--- src/rtl/llsc_pkg.sv ---
package llsc_pkg;
  typedef enum logic [1:0] {
    ST_IDLE  = 2'd0,
    ST_FETCH = 2'd1,
    ST_WAIT  = 2'd2
  } ctrl_st_e;
endpackage

--- src/rtl/llsc_rsv_slot.sv ---
module llsc_rsv_slot #(
  parameter int LINE_W = 26
) (
  input  logic              clk,
  input  logic              rst_n,
  input  logic              ll_set,
  input  logic              ll_live,
  input  logic [LINE_W-1:0] ll_line,
  input  logic              fill_upd,
  input  logic              fill_excl,
  input  logic              sc_clr,
  input  logic              snp_kill,
  output logic              open_o,
  output logic              live_o,
  output logic [LINE_W-1:0] line_o
);
  // A request or fill in this cycle overrides a kill: the snoop judged the old state
  always_ff @(posedge clk or negedge rst_n) begin
    if (!rst_n) begin
      open_o <= 1'b0;
      live_o <= 1'b0;
      line_o <= '0;
    end else if (sc_clr) begin
      open_o <= 1'b0;
      live_o <= 1'b0;
    end else if (ll_set) begin
      open_o <= 1'b1;
      live_o <= ll_live;
      line_o <= ll_line;
    end else if (fill_upd) begin
      live_o <= fill_excl;
    end else if (snp_kill) begin
      live_o <= 1'b0;
    end
  end
endmodule

--- src/rtl/llsc_snoop_judge.sv ---
module llsc_snoop_judge #(
  parameter int NUM_CTX = 4,
  parameter int LINE_W  = 26,
  parameter int PRIO_W  = 3
) (
  input  logic                      snp_valid,
  input  logic [LINE_W-1:0]         snp_line,
  input  logic [PRIO_W-1:0]         snp_prio,
  input  logic [NUM_CTX-1:0]        live_i,
  input  logic [NUM_CTX*LINE_W-1:0] lines_i,
  input  logic [NUM_CTX*PRIO_W-1:0] prios_i,
  output logic [NUM_CTX-1:0]        kill_o,
  output logic                      refuse_o
);
  logic [NUM_CTX-1:0] hit;
  logic [NUM_CTX-1:0] holder_wins;

  for (genvar g = 0; g < NUM_CTX; g++) begin : g_ctx
    assign hit[g] = snp_valid && live_i[g] &&
                    (lines_i[g*LINE_W +: LINE_W] == snp_line);
    // ties resolve in favour of the holder
    assign holder_wins[g] = hit[g] && (prios_i[g*PRIO_W +: PRIO_W] >= snp_prio);
  end

  assign refuse_o = |holder_wins;
  assign kill_o   = refuse_o ? '0 : hit;
endmodule

--- src/rtl/llsc_req_ctrl.sv ---
module llsc_req_ctrl
  import llsc_pkg::*;
#(
  parameter int NUM_CTX = 4,
  parameter int CTX_W   = 2,
  parameter int LINE_W  = 26
) (
  input  logic                      clk,
  input  logic                      rst_n,
  input  logic                      req_valid,
  output logic                      req_ready,
  input  logic                      req_is_sc,
  input  logic [CTX_W-1:0]          req_ctx,
  input  logic [LINE_W-1:0]         req_line,
  input  logic                      req_line_excl,
  output logic                      fetch_valid,
  input  logic                      fetch_ready,
  output logic [LINE_W-1:0]         fetch_line,
  input  logic                      fill_valid,
  input  logic [NUM_CTX-1:0]        live_now,
  input  logic [NUM_CTX*LINE_W-1:0] lines_i,
  output logic [NUM_CTX-1:0]        ll_set,
  output logic                      ll_live,
  output logic [NUM_CTX-1:0]        fill_upd,
  output logic [NUM_CTX-1:0]        sc_clr,
  output logic                      done_valid,
  input  logic                      done_ready,
  output logic [CTX_W-1:0]          done_ctx,
  output logic                      done_is_sc,
  output logic                      done_sc_ok
);
  ctrl_st_e           st_q;
  logic [CTX_W-1:0]   cur_ctx_q;
  logic [LINE_W-1:0]  cur_line_q;
  logic               dv_q, dsc_q, dok_q;
  logic               req_fire, sc_hit;
  logic [NUM_CTX-1:0] req_one, cur_one;

  assign req_ready = (st_q == ST_IDLE) && !dv_q;
  assign req_fire  = req_valid && req_ready;
  assign req_one   = NUM_CTX'(1) << req_ctx;
  assign cur_one   = NUM_CTX'(1) << cur_ctx_q;
  // the live vector already reflects a snoop that yields in this cycle
  assign sc_hit    = live_now[req_ctx] &&
                     (lines_i[req_ctx*LINE_W +: LINE_W] == req_line);

  assign ll_set   = (req_fire && !req_is_sc) ? req_one : '0;
  assign ll_live  = req_line_excl;
  assign sc_clr   = (req_fire && req_is_sc) ? req_one : '0;
  assign fill_upd = (st_q == ST_WAIT && fill_valid) ? cur_one : '0;

  assign fetch_valid = (st_q == ST_FETCH);
  assign fetch_line  = cur_line_q;
  assign done_valid  = dv_q;
  assign done_ctx    = cur_ctx_q;
  assign done_is_sc  = dsc_q;
  assign done_sc_ok  = dok_q;

  always_ff @(posedge clk or negedge rst_n) begin
    if (!rst_n) begin
      st_q       <= ST_IDLE;
      cur_ctx_q  <= '0;
      cur_line_q <= '0;
      dv_q       <= 1'b0;
      dsc_q      <= 1'b0;
      dok_q      <= 1'b0;
    end else begin
      if (dv_q && done_ready) dv_q <= 1'b0;
      unique case (st_q)
        ST_IDLE: if (req_fire) begin
          cur_ctx_q  <= req_ctx;
          cur_line_q <= req_line;
          if (req_is_sc) begin
            dv_q  <= 1'b1;
            dsc_q <= 1'b1;
            dok_q <= sc_hit;
          end else if (req_line_excl) begin
            dv_q  <= 1'b1;
            dsc_q <= 1'b0;
            dok_q <= 1'b0;
          end else begin
            st_q <= ST_FETCH;
          end
        end
        ST_FETCH: if (fetch_ready) st_q <= ST_WAIT;
        ST_WAIT: if (fill_valid) begin
          dv_q  <= 1'b1;
          dsc_q <= 1'b0;
          dok_q <= 1'b0;
          st_q  <= ST_IDLE;
        end
        default: st_q <= ST_IDLE;
      endcase
    end
  end
endmodule

--- src/rtl/llsc_monitor.sv ---
module llsc_monitor #(
  parameter int NUM_CTX    = 4,
  parameter int ADDR_W     = 32,
  parameter int LINE_BYTES = 64,
  parameter int PRIO_W     = 3,
  localparam int CTX_W     = $clog2(NUM_CTX),
  localparam int OFF_W     = $clog2(LINE_BYTES),
  localparam int LINE_W    = ADDR_W - OFF_W
) (
  input  logic                      clk,
  input  logic                      rst_n,
  input  logic                      req_valid,
  output logic                      req_ready,
  input  logic                      req_is_sc,
  input  logic [CTX_W-1:0]          req_ctx,
  input  logic [ADDR_W-1:0]         req_addr,
  input  logic                      req_line_excl,
  output logic                      done_valid,
  input  logic                      done_ready,
  output logic [CTX_W-1:0]          done_ctx,
  output logic                      done_is_sc,
  output logic                      done_sc_ok,
  output logic                      fetch_valid,
  input  logic                      fetch_ready,
  output logic [ADDR_W-1:0]         fetch_addr,
  input  logic                      fill_valid,
  input  logic                      fill_excl,
  input  logic                      snoop_valid,
  input  logic [ADDR_W-1:0]         snoop_addr,
  input  logic [PRIO_W-1:0]         snoop_prio,
  output logic                      snoop_rsp_valid,
  output logic                      snoop_rsp_refuse,
  input  logic [NUM_CTX*PRIO_W-1:0] ctx_prio,
  output logic [NUM_CTX-1:0]        sc_mode
);
  logic [NUM_CTX-1:0]        open_v, live_v, kill_v, live_now;
  logic [NUM_CTX-1:0]        ll_set_v, fill_upd_v, sc_clr_v;
  logic [NUM_CTX*LINE_W-1:0] lines_v;
  logic                      ll_live, refuse;
  logic [LINE_W-1:0]         fetch_line;
  logic                      unused_offsets;

  assign unused_offsets = ^{req_addr[OFF_W-1:0], snoop_addr[OFF_W-1:0]};

  for (genvar g = 0; g < NUM_CTX; g++) begin : g_slot
    llsc_rsv_slot #(.LINE_W(LINE_W)) u_slot (
      .clk       (clk),
      .rst_n     (rst_n),
      .ll_set    (ll_set_v[g]),
      .ll_live   (ll_live),
      .ll_line   (req_addr[ADDR_W-1:OFF_W]),
      .fill_upd  (fill_upd_v[g]),
      .fill_excl (fill_excl),
      .sc_clr    (sc_clr_v[g]),
      .snp_kill  (kill_v[g]),
      .open_o    (open_v[g]),
      .live_o    (live_v[g]),
      .line_o    (lines_v[g*LINE_W +: LINE_W])
    );
  end

  llsc_snoop_judge #(.NUM_CTX(NUM_CTX), .LINE_W(LINE_W), .PRIO_W(PRIO_W)) u_judge (
    .snp_valid (snoop_valid),
    .snp_line  (snoop_addr[ADDR_W-1:OFF_W]),
    .snp_prio  (snoop_prio),
    .live_i    (live_v),
    .lines_i   (lines_v),
    .prios_i   (ctx_prio),
    .kill_o    (kill_v),
    .refuse_o  (refuse)
  );

  assign live_now = live_v & ~kill_v;

  llsc_req_ctrl #(.NUM_CTX(NUM_CTX), .CTX_W(CTX_W), .LINE_W(LINE_W)) u_ctrl (
    .clk           (clk),
    .rst_n         (rst_n),
    .req_valid     (req_valid),
    .req_ready     (req_ready),
    .req_is_sc     (req_is_sc),
    .req_ctx       (req_ctx),
    .req_line      (req_addr[ADDR_W-1:OFF_W]),
    .req_line_excl (req_line_excl),
    .fetch_valid   (fetch_valid),
    .fetch_ready   (fetch_ready),
    .fetch_line    (fetch_line),
    .fill_valid    (fill_valid),
    .live_now      (live_now),
    .lines_i       (lines_v),
    .ll_set        (ll_set_v),
    .ll_live       (ll_live),
    .fill_upd      (fill_upd_v),
    .sc_clr        (sc_clr_v),
    .done_valid    (done_valid),
    .done_ready    (done_ready),
    .done_ctx      (done_ctx),
    .done_is_sc    (done_is_sc),
    .done_sc_ok    (done_sc_ok)
  );

  assign fetch_addr = {fetch_line, OFF_W'(0)};
  assign sc_mode    = open_v;

  always_ff @(posedge clk or negedge rst_n) begin
    if (!rst_n) begin
      snoop_rsp_valid  <= 1'b0;
      snoop_rsp_refuse <= 1'b0;
    end else begin
      snoop_rsp_valid  <= snoop_valid;
      snoop_rsp_refuse <= snoop_valid && refuse;
    end
  end
endmodule

--- config.mk ---
export PLATFORM = sky130hd
export DESIGN_NAME = llsc_monitor
export DESIGN_NICKNAME = d
export VERILOG_FILES = /design/src/rtl/llsc_pkg.sv /design/src/rtl/llsc_rsv_slot.sv /design/src/rtl/llsc_snoop_judge.sv /design/src/rtl/llsc_req_ctrl.sv /design/src/rtl/llsc_monitor.sv
export SDC_FILE = /design/constraint.sdc
export NUM_CORES = 1
export LEC_CHECK = 0
export ABC_AREA = 1
export BUFFER_PORTS_ARGS = -buffer_cell sky130_fd_sc_hd__buf_2
export CORE_ASPECT_RATIO = 1.1
export CORE_UTILIZATION = 40
export DETAILED_ROUTE_END_ITERATION = 8
export REMOVE_ABC_BUFFERS = 1
export SYNTH_ARGS = -nofsm -noshare
export SYNTH_HDL_FRONTEND = slang
export SYNTH_HIERARCHICAL = 1
export SYNTH_SLANG_ARGS = --single-unit
--- constraint.sdc ---
create_clock -name clk -period 3.65 [get_ports clk]
set_clock_uncertainty 0.1 [all_clocks]
set_input_delay 0.365 -clock clk [delete_from_list [all_inputs] [get_ports clk]]
set_output_delay 0.365 -clock clk [all_outputs]
set_load 0.05 [all_outputs]
# [Word level (Yosys, flattened, before mapping)]
# Index checks and enable logic that the tools add are counted.
[classes] n_bitwise=6 n_reduce_logical=40 muxes=50 magnitude_cmp=5 multipliers=1 n_shift=3 eq_ne=13
[op_table] operator="$eq 26x26->1" count=5
[op_table] operator="$shiftx 104x8->26" count=1
[op_table] operator="$mux 1" count=36
[op_table] operator="$logic_and 1x1->1" count=20
[op_table] operator="$mux 4" count=4
[op_table] operator="$reduce_bool 4->1" count=4
[op_table] operator="$ge 3x3->1" count=4
[op_table] operator="$mux 2" count=5
[op_table] operator="$reduce_and 2->1" count=5
[op_table] operator="$reduce_bool 2->1" count=5
[op_table] operator="$shl 1x2->4 const A" count=2
[op_table] operator="$mul 2x4->6 const B" count=1
[op_table] operator="$ne 2x2->1 const B" count=3
[op_table] operator="$pmux 1 s2" count=3
[op_table] operator="$pmux 2 s3" count=1
[op_table] operator="$reduce_and 5->1" count=1
[op_table] operator="$and 4x4->4" count=1
[op_table] operator="$ne 2x1->1 const B" count=2
[op_table] operator="$not 1->1" count=4
[op_table] operator="$not 4->4" count=1
[op_table] operator="$reduce_and 4->1" count=1
[op_table] operator="$reduce_or 4->1" count=1
[op_table] operator="$lt 2x3->1 const B" count=1
[op_table] operator="$ne 3x3->1 const B" count=1
[op_table] operator="5 further kinds" count=6
[totals] regBits=147 output_inout_bits=45

# [Depth between registers and ports, before layout]
[depth] depth_word=13 depth_mapped=23 depth_no_buf=22

# [Cells and area by module]
# Netlist, hierarchy kept.
[by_module_without_submodules] mod="llsc_rsv_slot" area_each_um2=1089.8 cells_per_inst=123 instances=4
[by_module_without_submodules] mod="llsc_req_ctrl" area_each_um2=2845.2 cells_per_inst=535 instances=1
[by_module_without_submodules] mod="llsc_snoop_judge" area_each_um2=2122.0 cells_per_inst=467 instances=1
[by_module_without_submodules] mod="llsc_monitor" area_each_um2=146.4 cells_per_inst=19 instances=1

# [Worst setup path after synthesis]
# Ideal clock, no wire load.
[synth_path] kind="input -> register" startpoint="in snoop_prio[2]" endpoint="reg u_ctrl.dok_q (netlist: u_ctrl/done_sc_ok)" path_buffers=0 cell_stages=18 setup_time_ps=118 path_slack_ps=1461 arrival_ps=1972 path_cell_list="inv_1 ha_1 a21oi_1 o211ai_1 nand3_1 nand2_2 nor3_1 nor2_2 nand3_1 nand2_1 nor2_1 a21oi_1 nand2_1 nor2_1 nand2_1 nor2_1 nand2_1 nand2_1"
[synth_between] elab_chain_len=12 word_cells_on_any_way=18 cone_classes="4 x order compare; 6 x mux; 2 x bitwise; 6 x reduce/logical"
[synth_lines] item="start: declaration" line_no="llsc_monitor.sv:30" source="input logic [PRIO_W-1:0] snoop_prio,"
[synth_lines] item="$ge 3x3->1" line_no="llsc_snoop_judge.sv:22" source="assign holder_wins[g] = hit[g] && (prios_i[g*PRIO_W +: PRIO_W] >= snp_prio);"
[synth_lines] item="$logic_and 1x1->1" line_no="llsc_snoop_judge.sv:22"
[synth_lines] item="$reduce_or 4->1 *" line_no="llsc_snoop_judge.sv:25" source="assign refuse_o = |holder_wins;"
[synth_lines] item="$mux 4 *" line_no="llsc_snoop_judge.sv:26" source="assign kill_o = refuse_o ? '0 : hit;"
[synth_lines] item="net kill_v[1]" line_no="llsc_monitor.sv:36" source="logic [NUM_CTX-1:0] open_v, live_v, kill_v, live_now;"
[synth_lines] item="$not 4->4 *" line_no="llsc_monitor.sv:73" source="assign live_now = live_v & ~kill_v;"
[synth_lines] item="$and 4x4->4 *" line_no="llsc_monitor.sv:73"
[synth_lines] item="net live_now[1]" line_no="llsc_monitor.sv:36"
[synth_lines] item="$bmux 1 s2 *" line_no="llsc_req_ctrl.sv:44" source="assign sc_hit = live_now[req_ctx] &&"
[synth_lines] item="$mux 1 (implied by the code) *" line_no="llsc_req_ctrl.sv:44"
[synth_lines] item="$logic_and 1x1->1 *" line_no="llsc_req_ctrl.sv:44"
[synth_lines] item="$mux 1 *" line_no="llsc_req_ctrl.sv:73" source="if (req_is_sc) begin"
[synth_lines] item="$mux 1 *" line_no="llsc_req_ctrl.sv:70" source="ST_IDLE: if (req_fire) begin"
[synth_lines] item="$pmux 1 s2 *" line_no="llsc_req_ctrl.sv:69" source="unique case (st_q)"
[synth_lines] item="end signal: assignment" line_no="llsc_req_ctrl.sv:76" source="dok_q <= sc_hit;"
[synth_lines] item="end: declaration" line_no="llsc_req_ctrl.sv:35" source="logic dv_q, dsc_q, dok_q;"
# The timed path passes the listed nets; every way through them passes the cells marked *. The select of a mux whose other input is x is not followed.
# A chain may end at the register's enable or synchronous reset.

# [Worst setup path in the final report]
[layout_path] startpoint="reg g_slot[3].u_slot.line_o[19]" endpoint="reg u_ctrl.dok_q (netlist: u_ctrl/done_sc_ok)"
[layout_between] elab_chain_len=13 word_cells_on_any_way=15 cone_classes="2 x eq/ne; 1 x shift; 6 x mux; 2 x bitwise; 4 x reduce/logical"
[layout_lines] item="start: declaration" line_no="llsc_rsv_slot.sv:15" source="output logic [LINE_W-1:0] line_o"
[layout_lines] item="start signal: assignment" line_no="llsc_rsv_slot.sv:29" source="line_o <= ll_line;"
[layout_lines] item="$eq 26x26->1" line_no="llsc_snoop_judge.sv:20" source="(lines_i[g*LINE_W +: LINE_W] == snp_line);"
[layout_lines] item="$logic_and 1x1->1" line_no="llsc_snoop_judge.sv:19" source="assign hit[g] = snp_valid && live_i[g] &&"
[layout_lines] item="$logic_and 1x1->1" line_no="llsc_snoop_judge.sv:22"
[layout_lines] item="$reduce_or 4->1" line_no="llsc_snoop_judge.sv:25"
[layout_lines] item="$mux 4" line_no="llsc_snoop_judge.sv:26"
[layout_lines] item="net kill_v[1]" line_no="llsc_monitor.sv:36"
[layout_lines] item="$not 4->4" line_no="llsc_monitor.sv:73"
[layout_lines] item="$and 4x4->4" line_no="llsc_monitor.sv:73"
[layout_lines] item="net live_now[1]" line_no="llsc_monitor.sv:36"
[layout_lines] item="$bmux 1 s2" line_no="llsc_req_ctrl.sv:44"
[layout_lines] item="$mux 1 (implied by the code)" line_no="llsc_req_ctrl.sv:44"
[layout_lines] item="$logic_and 1x1->1" line_no="llsc_req_ctrl.sv:44"
[layout_lines] item="$mux 1" line_no="llsc_req_ctrl.sv:73"
[layout_lines] item="$mux 1" line_no="llsc_req_ctrl.sv:70"
[layout_lines] item="$pmux 1 s2" line_no="llsc_req_ctrl.sv:69"
# The timed path passes the listed nets, and every way through them passes these cells. The select of a mux whose other input is x is not followed.

==> impl_metrics.toml <==
[power]
switching_power_mw = 3.89
pwr-share-comb_pct = 40.8
intPower_mw = 4.63
ir_drop_uv = 392
leakage_nw = 6.29
power.share.switching_pct = 45.7
p_seq_share_pct = 37.1
finalPower_mw = 8.51
power_density_mw_per_mm2 = 783
p_clk_share_pct = 22.1

[final_layout]
area_delta_synth_final_pct = 14.7
stdcell_area_mm2 = 0.0109
final_common_cell = "nand2_1"
final-seq-area_mm2 = 0.00368
multi_input_area_mm2 = 0.00485
nFillCells = 2473
antennaDiodeCount = 0
fin_nets = 1725
drive_gt1_share_pct = 12.4
instances_no_fill = 1935
final_cell_mix = "nand2_1, dfrtp_1, inv_1"

[placed_design]
port_buffers = 117
hpwl_um = 22500
dp_cells = 1902
gp_congestion = 0.949
place_area_mm2 = 0.0102

[worst_setup_path]
cp.required_ns = 3.93
critPathCapture = "u_ctrl/done_sc_ok$_DFFE_PN0P_"
worstReg2RegEnd = "u_ctrl/done_sc_ok$_DFFE_PN0P_"
crit_type = "flop to flop"
cp-end-kind = "flop"
crit_arrival_ns = 3.17
r2r_slack_ns = 0.76
r2r_start = "g_slot[3].u_slot/line_o[19]$_DFFE_PN0P_"
slowest_stage = "dfrtp_1"
cp-start-kind = "flop"
cp_max_fo = 4
cp_common_cell = "nand2_1"
slowest_delay_ns = 0.40
startpoint = "g_slot[3].u_slot/line_o[19]$_DFFE_PN0P_"
crit_path_cell_trace = "xnor2_1 -> nand2_1 -> nor2_1 -> nand3_1 -> nor2_2 -> nand2_1 -> nand2_2 -> nor3_1 -> nor2_2 -> nand3_1 -> nand2_1 -> nor2_1 -> a21oi_1 -> nand2_1 -> nor2_1 -> nand2_1 -> nor2_1 -> nand2_1 -> nand2_1"
r2r_cells = 19

[synth]
ys_warn_count = 6
syn_avg_cell_area_um2 = 6.26
netlist_area_mm2 = 0.00947
yosysTopAreaCell = "dfrtp_1"
synth_top_area_share_pct = 38.8
synth_cells = 1513
ys_ff_latch = 147
synthTopCellsByArea = "dfrtp_1, nand2_1, inv_1"
ys_types = 30
yosysSeqAreaShare_pct = 38.8

[sta]
finalSetupViolations = 0
clock.fmax_mhz = 346
fin_crit_ns = 2.89
tightest_slew_ns = 0.726
fin_crit_sh_pct = 79.2
tns_ns = 0
hold_slack_ns = 0.0172
max_slew_margin_pct = 51.6
slew_viol_final = 0
hold_violations = 0
rsz0062_at_grt = "no"

[clock_tree]
cts_tree = "done"
path_clk_slew_ns = 0.06
clock_latency_ns = 0.43
cts_made_buffers = 17
cts.sinks = 147
cts-resized-gates = 0
clk_path_buf_depth = 2
clockRootBuffer = "clkbuf_16"
htreeDepth = 4

[routing]
drc_errors = 0
drt-total-wl_um = 31600
vias = 9508
drtPass1Iterations = 5
routed_via_density = 4.91
drt_iter0_markers = 656
wire_per_inst_um = 16.3
ant_nets = 0

[grt]
grt_overflow = 0
grt.total_usage_pct = 27.3
grt_max_degree = 74
grt_pass1_wl_um = 49600
grt_pass1_vias = 8943
antenna_found_initial = 0

[min_path]
min_path_type = "input pin to flop"
min_path_cells = 2

[floorplan]
fp-row-count = 58
fp.dieH_um = 163
die-area_mm2 = 0.0243
die-width_um = 149
boundaryPins = 136
initial_core_util_pct = 41.0
core_mm2 = 0.0231

[run_status]
status = "complete, no violations"

[run]
maxCapViolations = 0
## power by group through the flow
stage | Combinational, mW | Clock (mW) | Sequential [mW]
detailed placement | 3.46 | 0 | 3.16
CTS | 3.47 | 1.90 | 3.15
global placement | 3.39 | 0 | 3.15
floorplan | 1.91 | 0 | 3.58
finish | 3.48 | 1.88 | 3.16
global route | 3.90 | 1.98 | 3.26
## stage by stage
step	setup slack, ns	util [%]
5_1_grt	0.602	47.1
4_1_cts	0.822	47.1
3_5_place_dp	0.663	44.4
3_3_place_gp	0.678	44.4
6_report	0.758	47.1
2_1_floorplan	1.31	-
## kinds of logic after synthesis
logic type,Yosys count,synth area share (%)
adder cells (fa/ha/maj),12,1.58
XOR/XNOR,27,2.50
AO/OA/AOI/OAI,75,4.11
flip-flops,147,38.8
other,1,0.0396
buffers and inverters,213,10.1
AND/OR/NAND/NOR,1038,42.8
## flip-flops by register name, summed over array words and instances, names as in the netlist
| signal | flops |
|---|---|
| snoop_rsp_valid | 1 |
| snoop_rsp_refuse | 1 |
| g_slot.u_slot/line_o | 104 |
| u_ctrl/done_is_sc | 1 |
| u_ctrl/fetch_line | 26 |
| g_slot.u_slot/live_o | 4 |
| u_ctrl/st_q | 2 |
| u_ctrl/done_valid | 1 |
| g_slot.u_slot/open_o | 4 |
| u_ctrl/done_sc_ok | 1 |
| u_ctrl/done_ctx | 2 |
## routing by layer
metal	vias to the layer above	GRT usage, %	wire (µm)
met2	333	46.4	15200
li1	4744	-	-
met4	0	10.8	1010
met1	4368	35.3	13500
met5	-	0	0
met3	63	3.21	1860
## layout make-up
cell class	instances	area share, %
Multi-Input combinational cell	1158	44.6
Sequential cell	147	33.8
Tap cell	300	3.45
Clock inverter	14	1.73
Timing Repair Buffer	133	6.69
Clock buffer	18	3.95
Inverter	165	5.70
## critical path: cells and delay by family, from the launching register on
| kind | cells | cell delay [ns] |
|---|---|---|
| AOI/OAI and AO/OA | 1 | 0.11 |
| xor gates and xnor gates | 1 | 0.22 |
| DFF | 1 | 0.40 |
| and+or+nand+nor | 17 | 2.00 |
## worst min-delay path by stage
| stage | from | to | slack (ns) |
|---|---|---|---|
| after global placement | rst_n | u_ctrl/fetch_line[15]$_DFFE_PN0P_ | 0.34 |
| after detailed placement | rst_n | u_ctrl/fetch_line[15]$_DFFE_PN0P_ | 0.34 |
| after CTS | done_ready | u_ctrl/done_valid$_DFF_PN0_ | 0.009 |
| after floorplan | rst_n | g_slot[0].u_slot/line_o[0]$_DFFE_PN0P_ | -0.03 |
| final | done_ready | u_ctrl/done_valid$_DFF_PN0_ | 0.02 |
| after global routing | done_ready | u_ctrl/done_valid$_DFF_PN0_ | 0.007 |
## Yosys cell counts, drive strengths merged
cell / instances
nand2: 873
inv: 164
dfrtp: 147
nor2: 102
o21ai: 60
nand3: 48
buf: 41
xnor2: 23
ha: 12
a21oi: 11
nor3: 8
clkbuf: 7
nand4: 4
o211ai: 4
xor2: 4
or2: 2
and3: 1
clkinv: 1
conb: 1
## timing repair
action	in CTS	in global routing
hold buffers	1	0
setup buffers	0	0
hold endpoints to repair	71	0
Power figures use the tool's default switching activity.
